$ cat config.mk
export PLATFORM = sky130hd
export DESIGN_NAME = fdc_strap_drive
export DESIGN_NICKNAME = d
export VERILOG_FILES = /design/src/rtl/fdc_strap_drive.sv
export SDC_FILE = /design/constraint.sdc
export NUM_CORES = 1
export LEC_CHECK = 0
export BUFFER_PORTS_ARGS = -buffer_cell sky130_fd_sc_hd__buf_2
export CAP_MARGIN = 15
export CORE_AREA = 2 2 39 41
export DETAILED_ROUTE_END_ITERATION = 8
export DIE_AREA = 0 0 41 43
export PLACE_DENSITY = 0.79
export SETUP_SLACK_MARGIN = 0.02
export SLEW_MARGIN = 0
export SYNTH_ARGS = -nofsm -noshare
export SYNTH_HDL_FRONTEND = slang
export SYNTH_SLANG_ARGS = --single-unit
$ cat constraint.sdc
create_clock -name clk -period 1.16 [get_ports clk]
set_input_delay 0.174 -clock clk [delete_from_list [all_inputs] [get_ports clk]]
set_output_delay 0.174 -clock clk [all_outputs]
set_load 0.005 [all_outputs]
$ cat src/rtl/fdc_strap_drive.sv
module fdc_strap_drive #(
  parameter int NDRV = 4,
  parameter int SRW  = 8,
  localparam int SELW = $clog2(NDRV)
) (
  input  logic            clk,
  input  logic            rst,
  input  logic            ident_i,
  input  logic            mfm_pin_i,
  input  logic            mfm_sel_i,
  output logic            mfm_out_o,
  output logic            mfm_oe_o,
  input  logic            invert_i,
  output logic [1:0]      mode_o,
  output logic            mode_illegal_o,
  output logic            dma_gate_en_o,
  input  logic            tc_pin_i,
  output logic            tc_o,
  input  logic            st_rd_i,
  input  logic [SRW-1:0]  st_data_i,
  output logic            st_rd_o,
  output logic [SRW-1:0]  st_rdata_o,
  input  logic [SELW-1:0] dor_sel_i,
  input  logic [NDRV-1:0] dor_mot_i,
  input  logic            hd_i,
  input  logic            step_i,
  input  logic            dir_i,
  input  logic            we_i,
  input  logic            wdata_i,
  input  logic            hi_rate_i,
  output logic [NDRV-1:0] me_o,
  output logic [NDRV-1:0] ds_o,
  output logic            hdsel_o,
  output logic            step_o,
  output logic            dir_o,
  output logic            we_o,
  output logic            wdata_o,
  output logic            densel_o
);
  localparam logic [1:0] MODE_GATED   = 2'd0;
  localparam logic [1:0] MODE_UNGATED = 2'd1;
  localparam logic [1:0] MODE_GATED_SR = 2'd2;

  logic [1:0] mode_q;
  logic       illegal_q;

  always_ff @(posedge clk) begin
    if (rst) begin
      illegal_q <= ident_i & ~mfm_pin_i;
      unique case ({ident_i, mfm_pin_i})
        2'b01:   mode_q <= MODE_UNGATED;
        2'b00:   mode_q <= MODE_GATED_SR;
        default: mode_q <= MODE_GATED;
      endcase
    end
  end

  assign mode_o         = mode_q;
  assign mode_illegal_o = illegal_q;
  assign mfm_oe_o       = ~rst;
  assign mfm_out_o      = mfm_sel_i;

  logic ungated, sr_avail;
  assign ungated       = (mode_q == MODE_UNGATED);
  assign sr_avail      = (mode_q != MODE_GATED);
  assign dma_gate_en_o = ~ungated;
  assign tc_o          = tc_pin_i ^ ungated;
  assign st_rd_o       = st_rd_i & sr_avail;
  assign st_rdata_o    = sr_avail ? st_data_i : {SRW{1'b1}};

  logic [NDRV-1:0] ds_act;
  logic            pol_n;
  assign pol_n = ~invert_i;

  for (genvar k = 0; k < NDRV; k++) begin : g_drv
    assign ds_act[k] = (dor_sel_i == SELW'(k)) & dor_mot_i[k];
  end

  assign me_o     = dor_mot_i ^ {NDRV{pol_n}};
  assign ds_o     = ds_act ^ {NDRV{pol_n}};
  assign hdsel_o  = hd_i ^ pol_n;
  assign step_o   = step_i ^ pol_n;
  assign dir_o    = dir_i ^ pol_n;
  assign we_o     = we_i ^ pol_n;
  assign wdata_o  = wdata_i ^ pol_n;
  assign densel_o = hi_rate_i ^ ~ident_i;

  AST_MODE_HOLD: assert property (@(posedge clk) disable iff (rst)
    !rst |=> $stable(mode_o) && $stable(mode_illegal_o));
  AST_ILLEGAL_FALLBACK: assert property (@(posedge clk) disable iff (rst)
    mode_illegal_o |-> dma_gate_en_o && st_rdata_o == {SRW{1'b1}});
  AST_MFM_RELEASE: assert property (@(posedge clk) disable iff (rst)
    $fell(rst) |-> mfm_oe_o);
  AST_STATUS_DEFAULT: assert property (@(posedge clk) disable iff (rst)
    mode_o == MODE_GATED |-> !st_rd_o && st_rdata_o == {SRW{1'b1}});
  AST_DS_ONEHOT: assert property (@(posedge clk) disable iff (rst)
    $onehot0(ds_o ^ {NDRV{pol_n}}));
  AST_DS_NEEDS_MOTOR: assert property (@(posedge clk) disable iff (rst)
    ((ds_o ^ {NDRV{pol_n}}) & ~(me_o ^ {NDRV{pol_n}})) == '0);
  AST_TC_GATE_PAIR: assert property (@(posedge clk) disable iff (rst)
    dma_gate_en_o |-> tc_o == tc_pin_i);
endmodule

==> results_dict.tcl <==
set metrics [dict create \
    antenna_found_initial 0 \
    drtIter0Drc 5 \
    synthCells 40 \
    status "finished, violations left" \
    setup_tns_ps -966 \
    fmax_mhz 790 \
    seq_area_um2 90.1 \
    cts_tree "done" \
    drive_gt1_share_pct 64.6 \
    fin_cells 112 \
    post_drt_wl_per_cell_um 8.25 \
    drv_slew 0 \
    yosysTopAreaCell "xnor2_1" \
    io_buffers 55 \
    dp_slack_ps 105 \
    diodes 0 \
    grt_start_max_net_pins 14 \
    drt_pass1_iterations 2 \
    dp.cells 108 \
    worst_slack_ps -106 \
    yosys-top-cells-area "xnor2_1, edfxtp_1, or2_1" \
    yosysUniqueCellTypes 15 \
    tightest_slew_ps 334 \
    slowest_delay_ps 470 \
    clockBufferDepth 2 \
    final_cell_mix "buf_2, xnor2_1, or2_1" \
    syn_area_per_cell_um2 9.54 \
    crit_fanout 9 \
    placementRows 14 \
    clkTransAtPathRegs_ps 40 \
    die_y_um 43 \
    maxSlewHeadroom_pct 77.7 \
    maxCapViolCount 0 \
    p_total_uw 564 \
    ys_ff_latch 3 \
    syn_nets 68 \
    ant_nets 0 \
    die_x_um 41 \
    ir_drop_v 0.000321 \
    fin_crit_sh_pct 109 \
    setup_viol 10 \
    path_class "register to output pin" \
    cts_sinks 3 \
    vias 459 \
    hp-class "input port to register" \
    drc 0 \
    die_area_mm2 0.00176 \
    crit_chain "nor2_4, or2_1, buf_2" \
    viasPerCell 4.10 \
    arrival_ps 1090 \
    core_mm2 0.00138 \
    end_kind "output pin" \
    postRouteWirelength_um 924 \
    hold_depth 1 \
    critical_path_required_ps 990 \
    grt_usage_pct 11.2 \
    rsz0062_at_grt "true" \
    grt_pass1_wl_mm 1.31 \
    area_growth_pct 81.0 \
    grt_overflow 0 \
    p_leak_nw 0.351 \
    layout.nets 125 \
    cts_max_level 1 \
    fill_cells 139 \
    gp_congestion 0.639 \
    ioPinCount 58 \
    final_common_cell "buf_2" \
    violations "setup timing" \
    yosys_warnings 0 \
    grt_pass1_vias 361 \
    power_density_mw_per_mm2 817 \
    cp_slowest_cell "edfxtp_1" \
    placed_cell_area_um2 638 \
    syn-cell-area_um2 382 \
    numCtsBuffers 3 \
    hold_viol 0 \
    start_kind "register" \
    synth_top_area_share_pct 27.5 \
    multiInputGateArea_um2 269 \
    fin_crit_ps 1270 \
    initial_core_util_pct 27.6 \
    hpwl_um 787 \
    synth_seq_area_share_pct 23.6 \
    clockRootBuffer "clkbuf_4" \
    final_area_um2 691 \
]
## synth_stat cells (all sizes together)
| library cell | n |
|---|---|
| buf | 3 |
| edfxtp | 3 |
| inv | 1 |
| nand2b | 1 |
| nand3 | 1 |
| nand3b | 2 |
| nor2 | 2 |
| nor2b | 3 |
| nor3b | 1 |
| or2 | 8 |
| xnor2 | 12 |
| xor2 | 3 |
## flip-flops by register name, indices dropped and copies added (netlist names)
| name | count |
|---|---|
| mode_illegal_o | 1 |
| mode_o | 2 |
## final timing paths
kind,from,endpoint,slack [ps]
min,rst,mode_illegal_o,190
max,mode_o[0],st_rdata_o[1],-110
## power by group
part | internal, mW | switching [mW] | leakage, nW
combinational | 0.146 | 0.0988 | 0.307
sequential | 0.130 | 0.00825 | 0.0289
clock | 0.129 | 0.0522 | 0.0150
total | 0.405 | 0.159 | 0.351
## worst max-delay path, delay by kind of cell (launching register included)
kind	cells	cell delay, ps
DFF	1	470
and+or+nand+nor	2	300
buffers and inverters	1	100
## cells by family after synthesis
| family | synth area share [%] |
|---|---|
| buffers and inverters | 11.1 |
| DFF | 23.6 |
| xor gates and xnor gates | 34.4 |
| and+or+nand+nor | 30.8 |
## final cells by class
cell class                 count  area share [%]
sequential                     3            13.0
multi-input combinational     33            38.9
inverter                       1           0.543
timing repair buffer          55            40.8
tap                           16            2.90
clock buffer                   4            3.80
## through the flow
step           util [%]  hold WS [ps]
6_report           49.9           194
5_1_grt            49.9           193
4_1_cts            48.4           195
3_5_place_dp       46.1           348
3_3_place_gp       46.1           348
2_1_floorplan         -           286
## routing by layer
layer / GRT usage (%) / vias to the layer above / share of wire (%)
met5: 0 / - / 0
li1: - / 234 / -
met4: 8.00 / 0 / 0
met2: 19.4 / 41 / 51
met3: 3.14 / 0 / 19
met1: 10.1 / 184 / 30
## what timing repair did
action,in CTS,in global routing
resized for setup,1,3
setup endpoints to repair,10,11
pin swaps,0,1
hold buffers,0,0
setup buffers,0,0
Power figures use the tool's default switching activity.
